$ cat src/rtl/clksel_pkg.sv
package clksel_pkg;
  typedef enum logic [1:0] {
    OFF_SET = 2'd0,
    OFF_CLR = 2'd1,
    OFF_UPD = 2'd2,
    OFF_LEG = 2'd3
  } reg_off_e;
endpackage

$ cat src/rtl/clksel_chan.sv
module clksel_chan
  import clksel_pkg::*;
#(
  parameter int SEL_W   = 3,
  parameter int NPAR    = 6,
  parameter bit ATOMIC  = 1'b1,
  parameter bit HAS_UPD = 1'b1
) (
  input  logic             clk,
  input  logic             rst,
  input  logic             wr_en,
  input  logic [1:0]       wr_off,
  input  logic [SEL_W-1:0] wsel,
  input  logic             wgate,
  input  logic [1:0]       rd_off,
  output logic [SEL_W-1:0] sel_o,
  output logic             gate_off_o,
  output logic             err_o,
  output logic [SEL_W:0]   rd_word
);
  localparam logic [SEL_W:0] NPAR_L = NPAR[SEL_W:0];

  logic [SEL_W-1:0] shad_q, act_q;
  logic             gate_q, err_q;
  logic [SEL_W-1:0] set_val, clr_val;
  logic             set_bad, leg_bad, upd_pulse, wr_set, wr_clr, wr_leg;

  always_comb begin
    set_val   = shad_q | wsel;
    clr_val   = shad_q & ~wsel;
    set_bad   = ({1'b0, set_val} >= NPAR_L);
    leg_bad   = ({1'b0, wsel} >= NPAR_L);
    wr_set    = ATOMIC && wr_en && (wr_off == OFF_SET);
    wr_clr    = ATOMIC && wr_en && (wr_off == OFF_CLR);
    wr_leg    = !ATOMIC && wr_en && (wr_off == OFF_LEG);
    upd_pulse = ATOMIC && HAS_UPD && wr_en && (wr_off == OFF_UPD) && wsel[0];
  end

  always_ff @(posedge clk) begin
    if (rst) begin
      shad_q <= '0;
      act_q  <= '0;
      gate_q <= 1'b1;
      err_q  <= 1'b0;
    end else begin
      if (wr_set) begin
        if (set_bad) begin
          err_q <= 1'b1;
        end else begin
          shad_q <= set_val;
          if (wgate) gate_q <= 1'b1;
          if (!HAS_UPD) act_q <= set_val;
        end
      end
      if (wr_clr) begin
        shad_q <= clr_val;
        if (wgate) gate_q <= 1'b0;
        if (!HAS_UPD) act_q <= clr_val;
      end
      if (upd_pulse) act_q <= shad_q;
      if (wr_leg) begin
        if (leg_bad) begin
          err_q <= 1'b1;
        end else begin
          shad_q <= wsel;
          act_q  <= wsel;
          gate_q <= wgate;
        end
      end
    end
  end

  always_comb begin
    rd_word = '0;
    if (ATOMIC) begin
      if (rd_off == OFF_SET || rd_off == OFF_CLR) rd_word = {gate_q, shad_q};
    end else begin
      if (rd_off == OFF_LEG) rd_word = {gate_q, act_q};
    end
  end

  assign sel_o      = act_q;
  assign gate_off_o = gate_q;
  assign err_o      = err_q;

  p_sel_range_r7: assert property (@(posedge clk) disable iff (rst)
    1'b1 |-> ({1'b0, sel_o} < NPAR_L));

  p_err_sticky_r7: assert property (@(posedge clk) disable iff (rst)
    err_o |=> err_o);

  p_bad_set_ignored_r7: assert property (@(posedge clk) disable iff (rst)
    (wr_set && set_bad) |=> ($stable(shad_q) && $stable(gate_off_o) && err_o));

  generate
    if (ATOMIC && HAS_UPD) begin : g_upd_chk
      p_upd_load_r4: assert property (@(posedge clk) disable iff (rst)
        upd_pulse |=> (sel_o == $past(shad_q)));
      p_sel_hold_r4: assert property (@(posedge clk) disable iff (rst)
        !upd_pulse |=> $stable(sel_o));
    end
    if (ATOMIC && !HAS_UPD) begin : g_direct_chk
      p_direct_r5: assert property (@(posedge clk) disable iff (rst)
        1'b1 |=> (sel_o == shad_q));
    end
  endgenerate
endmodule

$ cat src/rtl/clksel_rdback.sv
module clksel_rdback #(
  parameter int NCH    = 4,
  parameter int DATA_W = 4,
  parameter int CH_W   = 2
) (
  input  logic                  clk,
  input  logic                  rst,
  input  logic [NCH*DATA_W-1:0] words,
  input  logic [CH_W-1:0]       rd_ch,
  output logic [DATA_W-1:0]     rdata_o
);
  logic [DATA_W-1:0] pick;

  always_comb begin
    pick = '0;
    for (int i = 0; i < NCH; i++) begin
      if (rd_ch == CH_W'(i)) pick = words[i*DATA_W +: DATA_W];
    end
  end

  always_ff @(posedge clk) begin
    if (rst) rdata_o <= '0;
    else     rdata_o <= pick;
  end
endmodule

$ cat src/rtl/clksel_ctrl.sv
module clksel_ctrl
  import clksel_pkg::*;
#(
  parameter int               NCH         = 4,
  parameter int               SEL_W       = 3,
  parameter logic [NCH-1:0]   ATOMIC_MASK = 4'b0111,
  parameter logic [NCH-1:0]   UPD_MASK    = 4'b0011,
  parameter logic [NCH*(SEL_W+1)-1:0] PAR_CNT = {4'd5, 4'd3, 4'd8, 4'd6},
  localparam int DATA_W = SEL_W + 1,
  localparam int CNT_W  = SEL_W + 1,
  localparam int CH_W   = $clog2(NCH),
  localparam int ADDR_W = CH_W + 2
) (
  input  logic                 clk,
  input  logic                 rst,
  input  logic                 bus_wr,
  input  logic [ADDR_W-1:0]    bus_addr,
  input  logic [DATA_W-1:0]    bus_wdata,
  output logic [DATA_W-1:0]    bus_rdata,
  output logic [NCH*SEL_W-1:0] sel_o,
  output logic [NCH-1:0]       gate_off_o,
  output logic [NCH-1:0]       err_o
);
  logic [CH_W-1:0]       acc_ch;
  logic [1:0]            acc_off;
  logic [NCH*DATA_W-1:0] words;

  assign acc_ch  = bus_addr[ADDR_W-1:2];
  assign acc_off = bus_addr[1:0];

  generate
    for (genvar i = 0; i < NCH; i++) begin : g_ch
      localparam int NP = int'(PAR_CNT[i*CNT_W +: CNT_W]);
      clksel_chan #(
        .SEL_W  (SEL_W),
        .NPAR   (NP),
        .ATOMIC (ATOMIC_MASK[i]),
        .HAS_UPD(UPD_MASK[i])
      ) u_chan (
        .clk       (clk),
        .rst       (rst),
        .wr_en     (bus_wr && (acc_ch == CH_W'(i))),
        .wr_off    (acc_off),
        .wsel      (bus_wdata[SEL_W-1:0]),
        .wgate     (bus_wdata[SEL_W]),
        .rd_off    (acc_off),
        .sel_o     (sel_o[i*SEL_W +: SEL_W]),
        .gate_off_o(gate_off_o[i]),
        .err_o     (err_o[i]),
        .rd_word   (words[i*DATA_W +: DATA_W])
      );
    end
  endgenerate

  clksel_rdback #(.NCH(NCH), .DATA_W(DATA_W), .CH_W(CH_W)) u_rd (
    .clk    (clk),
    .rst    (rst),
    .words  (words),
    .rd_ch  (acc_ch),
    .rdata_o(bus_rdata)
  );

  p_upd_reads_zero_r8: assert property (@(posedge clk) disable iff (rst)
    (acc_off == OFF_UPD) |=> (bus_rdata == '0));
endmodule

$ cat config.mk
export PLATFORM = sky130hd
export DESIGN_NAME = clksel_ctrl
export DESIGN_NICKNAME = d
export VERILOG_FILES = /design/src/rtl/clksel_pkg.sv /design/src/rtl/clksel_chan.sv /design/src/rtl/clksel_rdback.sv /design/src/rtl/clksel_ctrl.sv
export SDC_FILE = /design/constraint.sdc
export NUM_CORES = 1
export LEC_CHECK = 0
export ABC_AREA = 0
export ABC_CLOCK_PERIOD_IN_PS = 1800
export BUFFER_PORTS_ARGS = -buffer_cell sky130_fd_sc_hd__buf_2
export CAP_MARGIN = 20
export CORE_MARGIN = 1
export CORE_UTILIZATION = 40
export CTS_CLUSTER_DIAMETER = 60
export DETAILED_ROUTE_END_ITERATION = 8
export GPL_ROUTABILITY_DRIVEN = 1
export RECOVER_POWER = 50
export SKIP_CTS_REPAIR_TIMING = 1
export SYNTH_ARGS = -nofsm -noshare
export SYNTH_HDL_FRONTEND = slang
export SYNTH_HIERARCHICAL = 1
export SYNTH_SLANG_ARGS = --single-unit
$ cat constraint.sdc
create_clock -name clk -period 1.8 [get_ports clk]
set_input_delay 0.09 -clock clk [delete_from_list [all_inputs] [get_ports clk]]
set_output_delay 0.09 -clock clk [all_outputs]
set_load 0.01 [all_outputs]
==> results of run 1 <==
## per-stage QoR
| stage | instances | hold slack, ps | util (%) | cell area (um2) |
|---|---|---|---|---|
| CTS | 222 | 45.2 | 50.3 | 1690 |
| finish | 222 | 63.1 | 49.6 | 1670 |
| detailed placement | 214 | 408 | 48.3 | 1620 |
| floorplan | 138 | 162 | - | 1420 |
| global placement | 214 | 400 | 48.3 | 1620 |
| global route | 222 | 65.4 | 49.6 | 1670 |
## power by group
part | switching [mW] | internal, mW | total, mW | leakage, nW
logic | 0.0737 | 0.0430 | 0.117 | 0.430
clock network | 0.233 | 0.226 | 0.459 | 0.0413
registers | 0.00462 | 0.649 | 0.653 | 0.234
total | 0.311 | 0.918 | 1.23 | 0.705
## cells in the mapped netlist, drive strengths merged (3+ instances only)
master	n
and3	7
mux2i	10
a21oi	3
a31oi	6
nor2	12
mux4	4
nor2b	18
nand3b	4
inv	3
a311oi	6
dfxtp	29
buf	3
nand4b	3
nand2b	6
nor3	3
## worst register-to-register path, cell delays in order, from the launching register on
cell and delay [ps]:
dfxtp_1 350, nor2b_1 150, mux4_1 480, nor2b_1 140
## layout make-up
| cell class | instances | area [um2] | share of cell area, % |
|---|---|---|---|
| multi-input cells | 103 | 802 | 48.1 |
| flip-flops and latches | 29 | 581 | 34.8 |
| repair buffers | 33 | 148 | 8.85 |
| clock buffers | 7 | 65.1 | 3.90 |
| well taps | 46 | 57.6 | 3.45 |
| inverters | 3 | 11.3 | 0.675 |
| clock inverters | 1 | 5.00 | 0.300 |
## cell usage in the layout (no fill, tap or decap), types with 4 or more instances in the layout
master and instances:
nand3b_1 4, a311oi_1 6, dfxtp_1 29, clkbuf_1 14, a31oi_1 6, nand2b_1 6, nor2b_1 17, and3_1 5
mux2i_1 10, nor2_1 12, clkbuf_4 5, buf_2 19
## worst max-delay path by stage
| stage | slack [ps] | end | from | cells past startpoint |
|---|---|---|---|---|
| 3_5_place_dp | 420 | u_rd/rdata_o[3] | bus_addr[1] | 4 |
| 4_1_cts | 560 | u_rd/rdata_o[0] | flop | 3 |
| 5_1_grt | 510 | u_rd/rdata_o[0] | flop | 3 |
| 2_1_floorplan | 640 | u_rd/rdata_o[3] | flop | 3 |
| 6_report | 570 | u_rd/rdata_o[0] | flop | 3 |
| 3_3_place_gp | 450 | u_rd/rdata_o[0] | bus_addr[1] | 4 |
## kinds of logic after synthesis
family	Yosys count	share of synthesized area [%]
AOI/OAI and AO/OA	26	13.5
buffers and inverters	6	2.37
DFF	29	40.8
muxes	14	13.9
other	1	0.264
and+or+nand+nor	62	29.1
## layer usage
layer | track usage [%] | up-vias | share of wire, %
met4 | 7.62 | 0 | 1.8
met5 | 0 | - | 0
li1 | - | 588 | -
met2 | 28.4 | 36 | 45
met3 | 7.14 | 6 | 6.0
met1 | 24.3 | 578 | 47
==> impl_metrics.csv, run 1 <==
group,metric,value,unit
run_status,status,"finished, final reports clean",
sta,finalHoldViolations,0,
power_and_ir_drop,p_per_area,736,nW/um2
grt,grt-ovfl-total,0,
clocking,cts_buffers,5,
synth,syn_area_per_cell,10.3,um2
sta,slew_headroom,64.2,%
setup_path,cp_cell_sequence,"nor2b_1 > mux4_1 > nor2b_1",
worst_hold_path,hold_depth,3,
setup_path,r2r_slack,570,ps
setup_path,crit_required,2020,ps
setup_path,crit_buf_inv,0,
sta,worst_pin_slew,536,ps
setup_path,cp_max_fo,4,
sta,drv_slew,0,
routing,vias_per_cell,5.44,
synth,yosysTopAreaCell,"dfxtp_1",
grt,grt_max_degree,33,
sta,fin_crit,1230,ps
sta,fmax,0.810,GHz
floorplan,core_area,3360,um2
setup_path,cp-start-kind,"flop",
power_and_ir_drop,ir_drop,325,uV
grt,grt_pass1_wl,5010,um
setup_path,critPathTopFamily,"multiplexers",
layout,nets,186,
power_and_ir_drop,p_leak,0.705,nW
synth,synth_seq_area_share,40.8,%
clocking,cts_tree,"done",
synth,ys_warn_count,6,
setup_path,end_kind,"flop",
sta,setup_viol,0,
floorplan,die_w,61.6,um
sta,rsz0062_at_grt,"no",
synth,syn_inst,138,
place,gp_congestion,0.763,
floorplan,dieArea,3800,um2
floorplan,io_pins,35,
sta,setup_tns,0,ps
setup_path,path_class,"flop to flop",
floorplan,die_h,61.6,um
layout,fillCellCount,357,
synth,ys_ff_latch,29,
layout,antenna_cells,0,
synth,synth-edff-count,0,
synth,postSynthNetCount,149,
synth,synthArstFlopShare,0,%
routing,num_vias,1208,
place,io_buffers,33,
setup_path,worst-r2r-cell-count,3,
clocking,clk_pin_slew,100,ps
grt,grt_usage,18.9,%
layout,drive_above_1_share,19.9,%
worst_hold_path,hp-class,"primary input to flop",
clocking,htreeDepth,2,
setup_path,max_stage_delay,480,ps
floorplan,initial_core_util,42.3,%
sta,setup_ws,566,ps
clocking,root_buffer,"clkbuf_4",
place,place_ws,416,ps
routing,drtAntennaViolNets,0,
clocking,clock-sinks,29,
routing,routed_wl,3200,um
setup_path,r2r-end,"u_rd/rdata_o[0]",
synth,yosysTopAreaCellShare,40.8,%
routing,dr.pass1.iters,4,
synth,netlist_area,1420,um2
clocking,clockBufferDepth,2,
sta,fin_worst_skew,8.98,ps
floorplan,rows,21,
flow_run,cap_violations,0,
worst_hold_path,min-delay-start,"bus_wdata[3]",
synth,synth_flop_cell,"dfxtp_1",
setup_path,critPathSlowestCell,"mux4_1",
grt,grt_pass1_vias,1098,
routing,wl_per_cell,14.4,um
sta,period_share,68.6,%
routing,drtIter0Drc,34,
grt,antenna_found_initial,0,
setup_path,path_common_cell,"nor2b_1",
synth,synth_cell_types,40,
place,hpwl,2210,um
clocking,worstSkewPairLatency,340,ps
setup_path,cp.arrival,1450,ps
layout,syn_to_final_growth,17.3,%
power_and_ir_drop,power,1.23,mW
routing,drc,0,
synth,yosys-top-cells-area,"dfxtp_1 (41%), nor2b_1 (7.5%), mux2i_1 (7.0%), mux4_1 (3.7%), a311oi_1 (3.7%)",
Note: power is estimated with default switching activity, not from simulation.
==> run 2: changes to the inputs <==
--- a/config.mk
+++ b/config.mk
@@ -6,7 +6,7 @@
 export NUM_CORES = 1
 export LEC_CHECK = 0
 export ABC_AREA = 0
-export ABC_CLOCK_PERIOD_IN_PS = 1800
+export ABC_CLOCK_PERIOD_IN_PS = 1200
 export BUFFER_PORTS_ARGS = -buffer_cell sky130_fd_sc_hd__buf_2
 export CAP_MARGIN = 20
 export CORE_MARGIN = 1
==> constraint.sdc (replaced) <==
create_clock -name clk -period 1.2 [get_ports clk]
set_input_delay 0.06 -clock clk [delete_from_list [all_inputs] [get_ports clk]]
set_output_delay 0.06 -clock clk [all_outputs]
set_load 0.01 [all_outputs]
==> run 2 against run 1 <==
Net effect: first-iteration DRC count down 53%; critical path depth did not move; combinational power grew 92%; total power is 54% higher; clock skew is 2.8 ps lower; die area did not move; largest cell class unchanged; cell area rose by 15%; via count up 5.4%; wire length rose by 8.4%.
==> impl_metrics.csv, run 2 (same netlist as run 1, synthesis figures left out) <==
group,metric,value,unit
sta,period_share,99.5,%
flow_run,cap_violations,0,
grt,grt_pass1_wl,5220,um
layout,postLayoutCoreUtil,57.2,%
setup_path,cp-start-kind,"flop",
setup_path,r2r-start,"g_ch[3].u_chan/sel_o[0]",
clocking,root_buffer,"clkbuf_4",
routing,wl_per_cell,13.9,um
sta,fin_crit,1190,ps
floorplan,initial_core_util,42.3,%
place,io_buffers,33,
grt,grt_usage,19.5,%
power_and_ir_drop,power_switching,0.480,mW
sta,fmax,0.837,GHz
clocking,clock-sinks,29,
sta,finalHoldViolations,0,
grt,grt-ovfl-total,0,
grt,global_route.usage.met3,5.25,%
clocking,htreeDepth,2,
setup_path,r2r-end,"u_rd/rdata_o[0]",
sta,setup_tns,0,ps
power_and_ir_drop,p_int,1.41,mW
routing,dr.pass1.iters,4,
worst_hold_path,hp-class,"primary input to flop",
sta,timing.hold.ws,34.4,ps
grt,grt_max_degree,27,
clocking,clk_pin_slew,90,ps
floorplan,die_h,61.6,um
sta,drv_slew,0,
layout,register_area,592,um2
clocking,cts_tree,"done",
setup_path,r2r_slack,6,ps
layout,multiInputGateArea,826,um2
setup_path,cp.arrival,1410,ps
floorplan,core_area,3360,um2
place,gp_congestion,0.789,
grt,use_met1,26.3,%
power_and_ir_drop,p_per_area,983,nW/um2
grt,grt_pass1_vias,1110,
routing,drtAntennaViolNets,0,
layout,drive_above_1_share,44.8,%
sta,fin_worst_skew,6.18,ps
layout,mostFrequentLayoutCells,"buf_2 (32), buf_4 (27), dfxtp_1 (22)",
floorplan,dieArea,3800,um2
routing,num_vias,1273,
setup_path,worst-r2r-cell-count,3,
layout,antenna_cells,0,
setup_path,cp_max_fo,3,
setup_path,endpoint,"u_rd/rdata_o[0]",
power_and_ir_drop,switching_share,25.4,%
sta,rsz0062_at_grt,"yes",
setup_path,path_class,"flop to flop",
power_and_ir_drop,seqPwrFrac,51.7,%
layout,layout_commonest_cell,"buf_2",
layout,fillCellCount,350,
power_and_ir_drop,ir_drop,756,uV
layout,nets,213,
floorplan,rows,21,
clocking,clockBufferDepth,2,
place,hpwl,2490,um
grt,grt_busiest_layer,"met2",
routing,vias_per_cell,5.11,
sta,setup_viol,0,
grt,grt_use_met2,29.2,%
grt,antenna_found_initial,0,
setup_path,end_kind,"flop",
routing,routed_wl,3470,um
clocking,worstSkewPairLatency,330,ps
setup_path,crit_required,1420,ps
routing,drtIter0Drc,16,
setup_path,startpoint,"g_ch[3].u_chan/sel_o[0]",
layout,syn_to_final_growth,35.2,%
floorplan,die_w,61.6,um
power_and_ir_drop,p_comb_share,11.9,%
clocking,cts_buffers,5,
power_and_ir_drop,p_leak,0.897,nW
floorplan,io_pins,35,
run_status,status,"finished, final reports clean",
power_and_ir_drop,clkPwrFrac,36.5,%
routing,drc,0,
run 2: changes by cell type in the layout (fill, tap and decap cells not counted), sizes merged:
| cell | change |
|---|---|
| buf | +40 |
| clkbuf | -13 |
run 2: critical path, cell delays in order, from the launching register on:
cell     delay (ps)
dfxtp_2         350
and3_4          140
mux4_2          450
nor2b_1         140
run 2: worst min-delay path by stage:
stage,startpoint,to,slack (ps),depth (start not counted)
2_1_floorplan,rst,u_rd/rdata_o[0],130,1
3_3_place_gp,bus_wdata[3],flop,370,3
3_5_place_dp,bus_wdata[3],flop,370,3
4_1_cts,bus_wdata[3],flop,20,3
5_1_grt,bus_wdata[2],flop,20,2
6_report,bus_wdata[3],flop,30,3
run 2: final cells by class:
cell class	count	area share, %
tap	46	2.99
clock buffer	7	3.38
multi-input combinational	103	42.9
sequential	29	30.8
timing repair buffer	60	19.1
clock inverter	1	0.260
inverter	3	0.586
run 2: metal layers:
metal  vias to the layer above  wire length (um)
li1                        648                 -
met1                       586              1670
met2                        34              1540
met3                         5               214
met4                         0                42
met5                         -                 0
run 2: power by group through the flow:
stage,Sequential (mW),Combinational (mW),Clock [mW]
4_1_cts,0.978,0.218,0.696
5_1_grt,0.978,0.246,0.749
3_5_place_dp,1.00,0.216,0
6_report,0.976,0.225,0.689
3_3_place_gp,1.00,0.214,0
2_1_floorplan,1.00,0.0814,0
run 2: stage by stage:
step | setup slack, ps | cell area (um2) | total power [mW] | instances
after floorplan | 41.8 | 1420 | 1.09 | 138
after global placement | -50.3 | 1820 | 1.21 | 240
after detailed placement | -75.4 | 1820 | 1.22 | 240
after CTS | -36.2 | 1890 | 1.89 | 248
after global routing | -36.0 | 1920 | 1.97 | 249
final | 5.67 | 1920 | 1.89 | 249
==> run 3: changes to the inputs <==
--- a/config.mk
+++ b/config.mk
@@ -7,7 +7,7 @@
 export LEC_CHECK = 0
 export ABC_AREA = 0
 export ABC_CLOCK_PERIOD_IN_PS = 1200
-export BUFFER_PORTS_ARGS = -buffer_cell sky130_fd_sc_hd__buf_2
+export BUFFER_PORTS_ARGS = -buffer_cell sky130_fd_sc_hd__buf_4
 export CAP_MARGIN = 20
 export CORE_MARGIN = 1
 export CORE_UTILIZATION = 40
==> run 3 against run 2 <==
Net effect: setup slack improved by 10 ps; clock power fell by 13%; cell area fell by 2.2%; flip-flop and latch count did not move; global-route usage fell by 0.57 points; combinational power fell by 4%; core utilization fell by 1.3 points; die area did not move; sequential power barely moved; clock skew fell by 3.0 ps; critical path type unchanged.
==> impl_metrics.csv, run 3 (same netlist as run 1, synthesis figures left out) <==
group,metric,value,unit
run_status,status,"finished, final reports clean",
grt,antenna_found_initial,0,
worst_hold_path,hold_depth,3,
sta,setup_tns,0,ps
place,hpwl,2390,um
floorplan,dieArea,3800,um2
power_and_ir_drop,power_switching,0.448,mW
setup_path,startpoint,"g_ch[3].u_chan/gate_off_o",
clocking,clockBufferDepth,2,
layout,fillCellCount,353,
sta,finalHoldViolations,0,
setup_path,r2r-start,"g_ch[3].u_chan/gate_off_o",
clocking,root_buffer,"clkbuf_4",
floorplan,io_pins,35,
layout,multiInputGateArea,822,um2
power_and_ir_drop,p_per_area,953,nW/um2
layout,final_area,1880,um2
sta,fin_worst_skew,3.22,ps
clocking,htreeDepth,2,
clocking,worstSkewPairLatency,320,ps
routing,drtIter0Drc,53,
routing,wl_per_cell,14.1,um
power_and_ir_drop,p_leak,0.826,nW
clocking,cts_tree,"done",
power_and_ir_drop,seqPwrFrac,54.6,%
floorplan,die_h,61.6,um
floorplan,core_area,3360,um2
floorplan,die_w,61.6,um
power_and_ir_drop,power,1.79,mW
routing,routed_wl,3380,um
power_and_ir_drop,switching_share,25.0,%
setup_path,cp.arrival,1400,ps
sta,period_share,98.7,%
clocking,cts_buffers,5,
floorplan,initial_core_util,42.3,%
flow_run,cap_violations,0,
setup_path,cp_max_fo,2,
sta,setup_viol,0,
sta,fmax,0.845,GHz
floorplan,rows,21,
routing,dr.pass1.iters,4,
layout,drive_above_1_share,35.2,%
place,dpl_cell_area,1830,um2
setup_path,worst-r2r-cell-count,3,
layout,layout_commonest_cell,"buf_4",
grt,grt_pass1_vias,1095,
layout,antenna_cells,0,
layout,register_area,589,um2
worst_hold_path,hp-class,"primary input to flop",
place,io_buffers,33,
power_and_ir_drop,p_comb_share,12.0,%
sta,drv_slew,0,
place,gp_congestion,0.761,
layout,postLayoutCoreUtil,55.9,%
power_and_ir_drop,ir_drop,398,uV
routing,num_vias,1251,
sta,fin_crit,1180,ps
setup_path,crit_required,1410,ps
power_and_ir_drop,clkPwrFrac,33.4,%
routing,drtAntennaViolNets,0,
layout,mostFrequentLayoutCells,"buf_4 (40), dfxtp_1 (22), nor2b_1 (15)",
setup_path,path_class,"flop to flop",
grt,grt_usage,18.9,%
layout,nets,204,
clocking,clk_pin_slew,90,ps
grt,grt_pass1_wl,5060,um
clocking,clock-sinks,29,
grt,grt_max_degree,33,
setup_path,end_kind,"flop",
routing,drc,0,
sta,rsz0062_at_grt,"yes",
routing,vias_per_cell,5.23,
power_and_ir_drop,p_int,1.34,mW
layout,syn_to_final_growth,32.2,%
worst_hold_path,min-delay-start,"bus_wdata[3]",
setup_path,cp-start-kind,"flop",
grt,grt-ovfl-total,0,
==> run 3: critical path, stage by stage, from the launching register on <==
cell	delay (ps)
dfxtp_2	330
and3_1	130
mux4_2	470
nor2b_1	140
==> run 3: path summary, 6_finish.rpt <==
check | endpoint | slack (ps)
setup reg to reg | u_rd/rdata_o[3] | 20
setup / recovery | u_rd/rdata_o[3] | 20
hold / removal | flop | 20
hold reg to reg | g_ch[0].u_chan/err_o | 460
==> run 3: layout make-up <==
cell class,instances,area share [%]
timing repair buffer,51,18.4
clock buffer,7,2.93
sequential,29,31.3
inverter,3,0.599
multi-input combinational,103,43.7
tap,46,3.06
==> run 3: power groups by stage <==
stage | sequential (mW) | combinational [mW] | clock (mW)
floorplan | 1.00 | 0.0814 | 0
global placement | 1.00 | 0.210 | 0
detailed placement | 1.00 | 0.212 | 0
CTS | 0.979 | 0.213 | 0.628
global route | 0.981 | 0.233 | 0.671
finish | 0.979 | 0.215 | 0.599
==> run 3: metrics by stage <==
stage	instances	setup slack [ps]	hold WS, ps
6_report	239	16.1	19.5
5_1_grt	239	-11.0	26.5
4_1_cts	238	-29.9	14.4
3_5_place_dp	231	-22.2	369
3_3_place_gp	231	-15.1	358
2_1_floorplan	138	41.8	132
==> run 3: per-layer routing <==
| metal | part of all wire (%) | routed length, um | track usage [%] | vias up |
|---|---|---|---|---|
| met3 | 5.5 | 186 | 5.46 | 4 |
| met2 | 46 | 1570 | 28.3 | 34 |
| met1 | 47 | 1580 | 25.0 | 583 |
| li1 | - | - | - | 630 |
| met5 | 0 | 0 | 0 | - |
| met4 | 1.1 | 37 | 9.21 | 0 |
